## src/rtl/pt_walker_pkg.sv

```systemverilog
package pt_walker_pkg;
  typedef enum logic [1:0] {
    ST_IDLE = 2'd0,
    ST_L1   = 2'd1,
    ST_L2   = 2'd2,
    ST_DONE = 2'd3
  } walk_state_e;

  typedef enum logic [1:0] {
    FLT_NONE  = 2'd0,
    FLT_TABLE = 2'd1,
    FLT_PAGE  = 2'd2,
    FLT_PROT  = 2'd3
  } fault_e;

  localparam int PRESENT_BIT = 0;
  localparam int READ_BIT    = 1;
  localparam int WRITE_BIT   = 2;
endpackage

```

## src/rtl/pte_decode.sv

```systemverilog
module pte_decode
  import pt_walker_pkg::*;
#(
  parameter int PTE_W = 32,
  parameter int OFF_W = 12,
  localparam int FRAME_W = PTE_W - OFF_W
) (
  input  logic [PTE_W-1:0]   pte,
  input  logic               is_write,
  output logic               present,
  output logic               allowed,
  output logic [FRAME_W-1:0] frame
);
  // Field extraction for one table entry; permission picked by access type.
  assign present = pte[PRESENT_BIT];
  assign allowed = is_write ? pte[WRITE_BIT] : pte[READ_BIT];
  assign frame   = pte[PTE_W-1:OFF_W];
endmodule

```

## src/rtl/walk_ctrl.sv

```systemverilog
module walk_ctrl
  import pt_walker_pkg::*;
(
  input  logic        clk,
  input  logic        rst_n,
  input  logic        req_valid,
  input  logic        mem_valid,
  input  logic        present,
  input  logic        allowed,
  input  logic        rsp_ack,
  output walk_state_e state,
  output logic        take_req,
  output logic        take_l1,
  output logic        take_result,
  output fault_e      result_fault
);
  walk_state_e state_d;

  always_comb begin
    state_d      = state;
    take_req     = 1'b0;
    take_l1      = 1'b0;
    take_result  = 1'b0;
    result_fault = FLT_NONE;
    case (state)
      ST_IDLE: begin
        if (req_valid) begin
          take_req = 1'b1;
          state_d  = ST_L1;
        end
      end
      ST_L1: begin
        if (mem_valid) begin
          if (!present) begin
            take_result  = 1'b1;
            result_fault = FLT_TABLE;
            state_d      = ST_DONE;
          end else begin
            take_l1 = 1'b1;
            state_d = ST_L2;
          end
        end
      end
      ST_L2: begin
        if (mem_valid) begin
          take_result = 1'b1;
          if (!present)      result_fault = FLT_PAGE;
          else if (!allowed) result_fault = FLT_PROT;
          else               result_fault = FLT_NONE;
          state_d = ST_DONE;
        end
      end
      ST_DONE: begin
        if (rsp_ack) state_d = ST_IDLE;
      end
      default: state_d = ST_IDLE;
    endcase
  end

  always_ff @(posedge clk or negedge rst_n) begin
    if (!rst_n) state <= ST_IDLE;
    else        state <= state_d;
  end

  // a table read keeps waiting until memory answers
  p_wait_mem_r7: assert property (@(posedge clk) disable iff (!rst_n)
    (state == ST_L1 && !mem_valid) |=> (state == ST_L1));

  // a finished walk stays finished until acknowledged
  p_hold_done_r9: assert property (@(posedge clk) disable iff (!rst_n)
    (state == ST_DONE && !rsp_ack) |=> (state == ST_DONE));
endmodule

```

## src/rtl/pt_walker.sv

```systemverilog
module pt_walker
  import pt_walker_pkg::*;
#(
  parameter int ADDR_W = 32,
  parameter int PTE_W  = 32,
  parameter int L1_W   = 8,
  parameter int L2_W   = 12,
  parameter int OFF_W  = 12
) (
  input  logic              clk,
  input  logic              rst_n,
  input  logic              req_valid,
  output logic              req_ready,
  input  logic [ADDR_W-1:0] req_vaddr,
  input  logic [ADDR_W-1:0] req_base,
  input  logic              req_write,
  output logic              mem_req,
  output logic [ADDR_W-1:0] mem_addr,
  input  logic              mem_valid,
  input  logic [PTE_W-1:0]  mem_rdata,
  output logic              rsp_valid,
  output logic [ADDR_W-1:0] rsp_paddr,
  output logic [1:0]        rsp_fault,
  input  logic              rsp_ack
);
  localparam int FRAME_W     = PTE_W - OFF_W;
  localparam int ENTRY_SHIFT = $clog2(PTE_W / 8);

  walk_state_e       state;
  logic              take_req, take_l1, take_result;
  fault_e            result_fault;
  logic              pte_present, pte_allowed;
  logic [FRAME_W-1:0] pte_frame;

  logic [ADDR_W-1:0] va_q, base_q, l2base_q, paddr_q;
  logic              wr_q;
  fault_e            fault_q;

  logic [L1_W-1:0]   idx1;
  logic [L2_W-1:0]   idx2;
  logic [ADDR_W-1:0] l1_addr, l2_addr, paddr_d, l2base_d;

  walk_ctrl u_ctrl (
    .clk          (clk),
    .rst_n        (rst_n),
    .req_valid    (req_valid),
    .mem_valid    (mem_valid),
    .present      (pte_present),
    .allowed      (pte_allowed),
    .rsp_ack      (rsp_ack),
    .state        (state),
    .take_req     (take_req),
    .take_l1      (take_l1),
    .take_result  (take_result),
    .result_fault (result_fault)
  );

  pte_decode #(.PTE_W(PTE_W), .OFF_W(OFF_W)) u_dec (
    .pte      (mem_rdata),
    .is_write (wr_q),
    .present  (pte_present),
    .allowed  (pte_allowed),
    .frame    (pte_frame)
  );

  // Index extraction and entry address formation
  always_comb begin
    idx1     = va_q[ADDR_W-1 -: L1_W];
    idx2     = va_q[OFF_W +: L2_W];
    l1_addr  = base_q + (ADDR_W'(idx1) << ENTRY_SHIFT);
    l2_addr  = l2base_q + (ADDR_W'(idx2) << ENTRY_SHIFT);
    l2base_d = ADDR_W'({pte_frame, {OFF_W{1'b0}}});
    paddr_d  = (result_fault == FLT_NONE) ?
               ADDR_W'({pte_frame, va_q[OFF_W-1:0]}) : '0;
  end

  always_ff @(posedge clk or negedge rst_n) begin
    if (!rst_n) begin
      va_q     <= '0;
      base_q   <= '0;
      wr_q     <= 1'b0;
      l2base_q <= '0;
      paddr_q  <= '0;
      fault_q  <= FLT_NONE;
    end else begin
      if (take_req) begin
        va_q   <= req_vaddr;
        base_q <= req_base;
        wr_q   <= req_write;
      end
      if (take_l1) l2base_q <= l2base_d;
      if (take_result) begin
        paddr_q <= paddr_d;
        fault_q <= result_fault;
      end
    end
  end

  assign req_ready = (state == ST_IDLE);
  assign mem_req   = (state == ST_L1) || (state == ST_L2);
  assign mem_addr  = (state == ST_L2) ? l2_addr : l1_addr;
  assign rsp_valid = (state == ST_DONE);
  assign rsp_paddr = paddr_q;
  assign rsp_fault = fault_q;

  // an absent first-level entry finishes the walk with the table fault
  p_l1_miss_r2: assert property (@(posedge clk) disable iff (!rst_n)
    (state == ST_L1 && mem_valid && !mem_rdata[PRESENT_BIT])
      |=> (rsp_valid && rsp_fault == 2'd1 && !mem_req));

  // a successful translation keeps the page offset
  p_offset_r6: assert property (@(posedge clk) disable iff (!rst_n)
    (rsp_valid && rsp_fault == 2'd0) |-> (rsp_paddr[OFF_W-1:0] == va_q[OFF_W-1:0]));

  // address stays put while memory has not answered
  p_addr_stable_r7: assert property (@(posedge clk) disable iff (!rst_n)
    (mem_req && !mem_valid) |=> (mem_req && $stable(mem_addr)));

  // the walker is never ready while busy
  p_ready_idle_r8: assert property (@(posedge clk) disable iff (!rst_n)
    req_ready |-> (!mem_req && !rsp_valid));

  // response held until acknowledged, then ready again
  p_rsp_hold_r9: assert property (@(posedge clk) disable iff (!rst_n)
    (rsp_valid && !rsp_ack) |=> (rsp_valid && $stable(rsp_paddr) && $stable(rsp_fault)));

  p_ack_release_r9: assert property (@(posedge clk) disable iff (!rst_n)
    (rsp_valid && rsp_ack) |=> (req_ready && !rsp_valid));
endmodule

```

## config.mk

```make
export PLATFORM = sky130hd
export DESIGN_NAME = pt_walker
export DESIGN_NICKNAME = d
export VERILOG_FILES = /design/src/rtl/pt_walker_pkg.sv /design/src/rtl/pte_decode.sv /design/src/rtl/walk_ctrl.sv /design/src/rtl/pt_walker.sv
export SDC_FILE = /design/constraint.sdc
export NUM_CORES = 1
export LEC_CHECK = 0
export CORE_ASPECT_RATIO = 1.5
export CORE_MARGIN = 10
export CORE_UTILIZATION = 52
export DETAILED_ROUTE_END_ITERATION = 16
export PLACE_DENSITY = 0.95
export SYNTH_ARGS = -nofsm -noshare
export SYNTH_HDL_FRONTEND = slang
export SYNTH_SLANG_ARGS = --single-unit
export TNS_END_PERCENT = 100
```

## constraint.sdc

```tcl
create_clock -name clk -period 6.3 [get_ports clk]
set_input_delay 1.575 -clock clk [delete_from_list [all_inputs] [get_ports clk]]
set_output_delay 1.575 -clock clk [all_outputs]
set_load 0.01 [all_outputs]
```

==> impl_metrics.py <==
metrics = {
    "run_status": {
        "result_of_the_run": "finished clean",
    },
    "route": {
        "detail_route.vias_per_cell": 5.85,
        "postRouteWirelength_um": 17800,
        "routed_wire_length_per_instance_um": 21.4,
        "postRouteAntennaNets": 0,
        "wl_met1_um": 6090,
        "wl_met2_um": 9850,
        "drc_errors": 0,
        "maxUsedRoutingLayer": "met4",
        "met3_wire_len_um": 1360,
        "dr.pass1.iters": 5,
        "dr_total_vias": 4860,
        "drt_iter0_markers": 182,
    },
    "grt": {
        "grt_pass1_wl_um": 28200,
        "globalRoute.totalOverflow": 0,
        "grt_antenna_before_repair": 2,
        "grt_start_max_net_pins": 76,
        "number_of_global_route_vias_before_repair": 5318,
        "grt_util_all_layers": 0.216,
    },
    "sta": {
        "final-hold-violation-count": 0,
        "worst_pin_slew_ns": 1.31,
        "final.period_utilization": 0.758,
        "unrepaired_setup_endpoints_after_global_routing": "no",
        "timing_max_transition_violations_final": 0,
        "fmaxAchievable_mhz": 209,
        "timing.max_slew.rel_slack": 0.127,
        "clock-skew-final_ns": 0.0102,
        "setup_viol": 0,
        "layout_min_cycle_time_ns": 4.77,
        "fin_setup_tns_ns": 0,
    },
    "setup_path": {
        "critical_path.n_buffers_inverters": 1,
        "critical-path-slowest-cell": "clkdlybuf4s50_1",
        "timing.critical_path.from_type": "register",
        "path_max_fanout": 10,
        "cp_num_cells": 8,
        "critPathMaxStageDelay_ns": 0.50,
        "timing.setup.critical_path_class": "reg2out",
        "cp.arrival_ns": 3.20,
        "r2r.worst_path.cells": 5,
        "cpLargestDelayFamily": "compound AO/OA/AOI/OAI gates",
        "required_ns": 4.72,
        "setup.worst_path.end_class": "primary output",
        "critical_path_cell_list": "ha_1 -> fa_1 -> nand3_1 -> a21oi_2 -> nor2_1 -> o211a_1 -> a211o_1 -> clkdlybuf4s50_1",
    },
    "clocking": {
        "tritoncts_clock_tree": "yes",
        "clock_tree.buffer_depth": 2,
        "cts.repair.resized": 0,
        "clock_insertion_delay_worst_skew_ns": 0.41,
        "cts_inserted_buffers": 17,
        "clock_tree.htree_level_count": 4,
        "cts_hold_buffers": 0,
        "post-cts-setup-buffer-count": 0,
        "clockRootBuffer": "clkbuf_16",
        "path_clk_slew_ns": 0.06,
        "cts_num_sinks": 121,
    },
    "power_and_ir_drop": {
        "power.density_nw_per_um2": 592,
        "vdd.ir_drop.worst_v": 0.000340,
        "total_leakage_power_uw": 0.00353,
    },
    "placement": {
        "postPlaceCellArea_um2": 7860,
        "place.detailed.hpwl_um": 13100,
        "finalWeightedCongestion": 0.897,
        "portBuffers": 161,
    },
    "hold_path": {
        "hold_path_class": "reg2reg",
        "holdPathStages": 1,
    },
    "synthesis": {
        "synth_enable_flop_cells": 0,
        "synth_top_family_by_area": "multiplexers",
        "yosysUniqueCellTypes": 48,
        "synth_xor_area_frac": 0.0559,
        "asr_flop_ratio_synth": 1.00,
        "synth-compound-area-share": 0.127,
        "synthesis.yosys.warnings": 0,
        "synth_area_per_cell_um2": 12.1,
        "netlist_instances": 505,
        "syn_nets": 623,
        "post_synth_and_or_nand_nor_area_fraction": 0.0872,
        "syn_area_um2": 6120,
        "yosysSeqAreaShare": 0.495,
        "ys.flop_type": "dfrtp_1",
        "synthMuxAreaShare": 0.177,
        "synth-seq-cells": 121,
        "synth_fa_ha_area_frac": 0.0352,
    },
    "floorplan": {
        "fp.dieW_um": 109,
        "num_rows": 48,
        "die_h_um": 153,
        "io-pin-count": 171,
        "dieArea_um2": 16600,
        "floorplan.core_area_um2": 11500,
        "initial_utilization": 0.530,
    },
    "layout": {
        "area_delta_synth_final_pct": 38.2,
        "nNetsFinal": 784,
        "post_route_cells_drive_above_1_share": 0.203,
        "multi_input_area_um2": 2960,
        "fillCellCount": 780,
        "final-seq-area_um2": 3030,
        "post-route-cell-area_um2": 8450,
    },
    "job": {
        "max_cap_viols": 0,
    },
}
-- cells in the final DEF, fill, tap and decap left out, types with 4 or more instances in the layout --
cell type | Yosys | routed
ha_1 | 14 | 13
nand2_1 | 29 | 28
a22o_1 | 32 | 32
mux2i_1 | 9 | 9
nand3_1 | 14 | 14
nor2_1 | 15 | 15
o211a_1 | 4 | 4
xnor2_1 | 18 | 18
inv_1 | 11 | 11
nor2b_1 | 4 | 4
clkdlybuf4s50_1 | 0 | 160
o21ai_1 | 12 | 12
clkbuf_16 | 0 | 17
buf_4 | 0 | 5
mux2_2 | 88 | 88
a21oi_1 | 9 | 9
nor3_1 | 4 | 4
inv_6 | 0 | 5
dfrtp_1 | 121 | 121
nand4_1 | 9 | 9
nor4_1 | 6 | 6
xor2_1 | 21 | 21
and3_1 | 5 | 5
o2111ai_1 | 6 | 6
a211o_1 | 4 | 4
o211ai_1 | 10 | 10
o21ai_0 | 4 | 4
-- per-stage QoR --
| stage | setup slack [ns] | utilization | power, uW | cells | hold slack [ns] |
|---|---|---|---|---|---|
| 3_5_place_dp | 2.04 | 0.681 | 3990 | 797 | 0.481 |
| 3_3_place_gp | 2.11 | 0.681 | 3850 | 797 | 0.470 |
| 5_1_grt | 1.39 | 0.733 | 5280 | 831 | 0.514 |
| 2_1_floorplan | 2.78 | - | 2870 | 505 | 0.460 |
| 4_1_cts | 1.57 | 0.732 | 5020 | 829 | 0.495 |
| 6_report | 1.53 | 0.733 | 5000 | 831 | 0.495 |
-- final cells by class --
| class | instances | area share |
|---|---|---|
| sequential | 121 | 0.358 |
| multi-input combinational | 350 | 0.350 |
| timing repair buffer | 165 | 0.194 |
| clock buffer | 17 | 0.0503 |
| tap | 150 | 0.0222 |
| clock inverter | 15 | 0.0194 |
| inverter | 11 | 0.00489 |
| antenna | 2 | 0.000592 |
-- layer usage --
metal  GRT usage  vias up
li1            -     2186
met1       0.219     2408
met2       0.393      233
met3      0.0614       33
met4      0.0977        0
met5           0        -
-- where the power goes --
part / internal (uW) / total, uW / switching, uW
clock: 590 / 966 / 376
sequential: 1160 / 1500 / 338
combinational: 1330 / 2540 / 1210
-- worst paths after layout --
kind	from	to	slack [ns]
min in group asynchronous	rst_n	rsp_paddr[6]$_DFFE_PN0P_	1.28
max in group asynchronous	rst_n	base_q[9]$_DFFE_PN0P_	3.79
worst min-delay path	va_q[7]$_DFFE_PN0P_	rsp_paddr[7]$_DFFE_PN0P_	0.50
worst min register to register	va_q[7]$_DFFE_PN0P_	rsp_paddr[7]$_DFFE_PN0P_	0.50
worst max-delay path	va_q[24]$_DFFE_PN0P_	mem_addr[26]	1.53
worst max register to register	u_ctrl.state[0]$_DFFE_PN0P_	rsp_fault[0]$_DFFE_PN0P_	3.71
-- cell usage after synthesis, drive strengths merged, types with 2 or more instances --
library cell | count | area, um2
nand2b | 2 | 12.5
nand4 | 9 | 56.3
dfrtp | 121 | 3030
o221ai | 2 | 17.5
mux2i | 9 | 90.1
nand2 | 29 | 109
a211oi | 2 | 20.0
a21oi | 10 | 53.8
o21ai | 19 | 121
a21o | 2 | 15.0
o31ai | 2 | 15.0
and4 | 2 | 17.5
and2 | 3 | 18.8
o2111ai | 6 | 52.6
o211ai | 11 | 96.3
xor2 | 21 | 184
nor2b | 4 | 25.0
o21a | 2 | 15.0
a22o | 32 | 280
clkbuf | 12 | 45.0
xnor2 | 18 | 158
fa | 2 | 40.0
mux2 | 88 | 991
a211o | 4 | 35.0
nor3 | 5 | 36.3
nor4 | 6 | 37.5
inv | 11 | 41.3
and3 | 5 | 31.3
ha | 14 | 175
nor2 | 15 | 56.3
nand3 | 16 | 90.1
buf | 11 | 52.6
o211a | 4 | 40.0
-- kinds of logic after synthesis --
| family | after synthesis |
|---|---|
| AND/OR/NAND/NOR | 100 |
| adder cells (fa/ha/maj) | 16 |
| multiplexers | 97 |
| AO/OA/AOI/OAI | 98 |
| flip-flops | 121 |
| buffers and inverters | 34 |
| XOR/XNOR | 39 |
-- flip-flops by register name, summed over array words and instances (netlist names) --
register / count
base_q: 32
l2base_q: 20
rsp_fault: 2
rsp_paddr: 32
u_ctrl.state: 2
va_q: 32
wr_q: 1
Note: power is estimated with default switching activity, not from simulation.
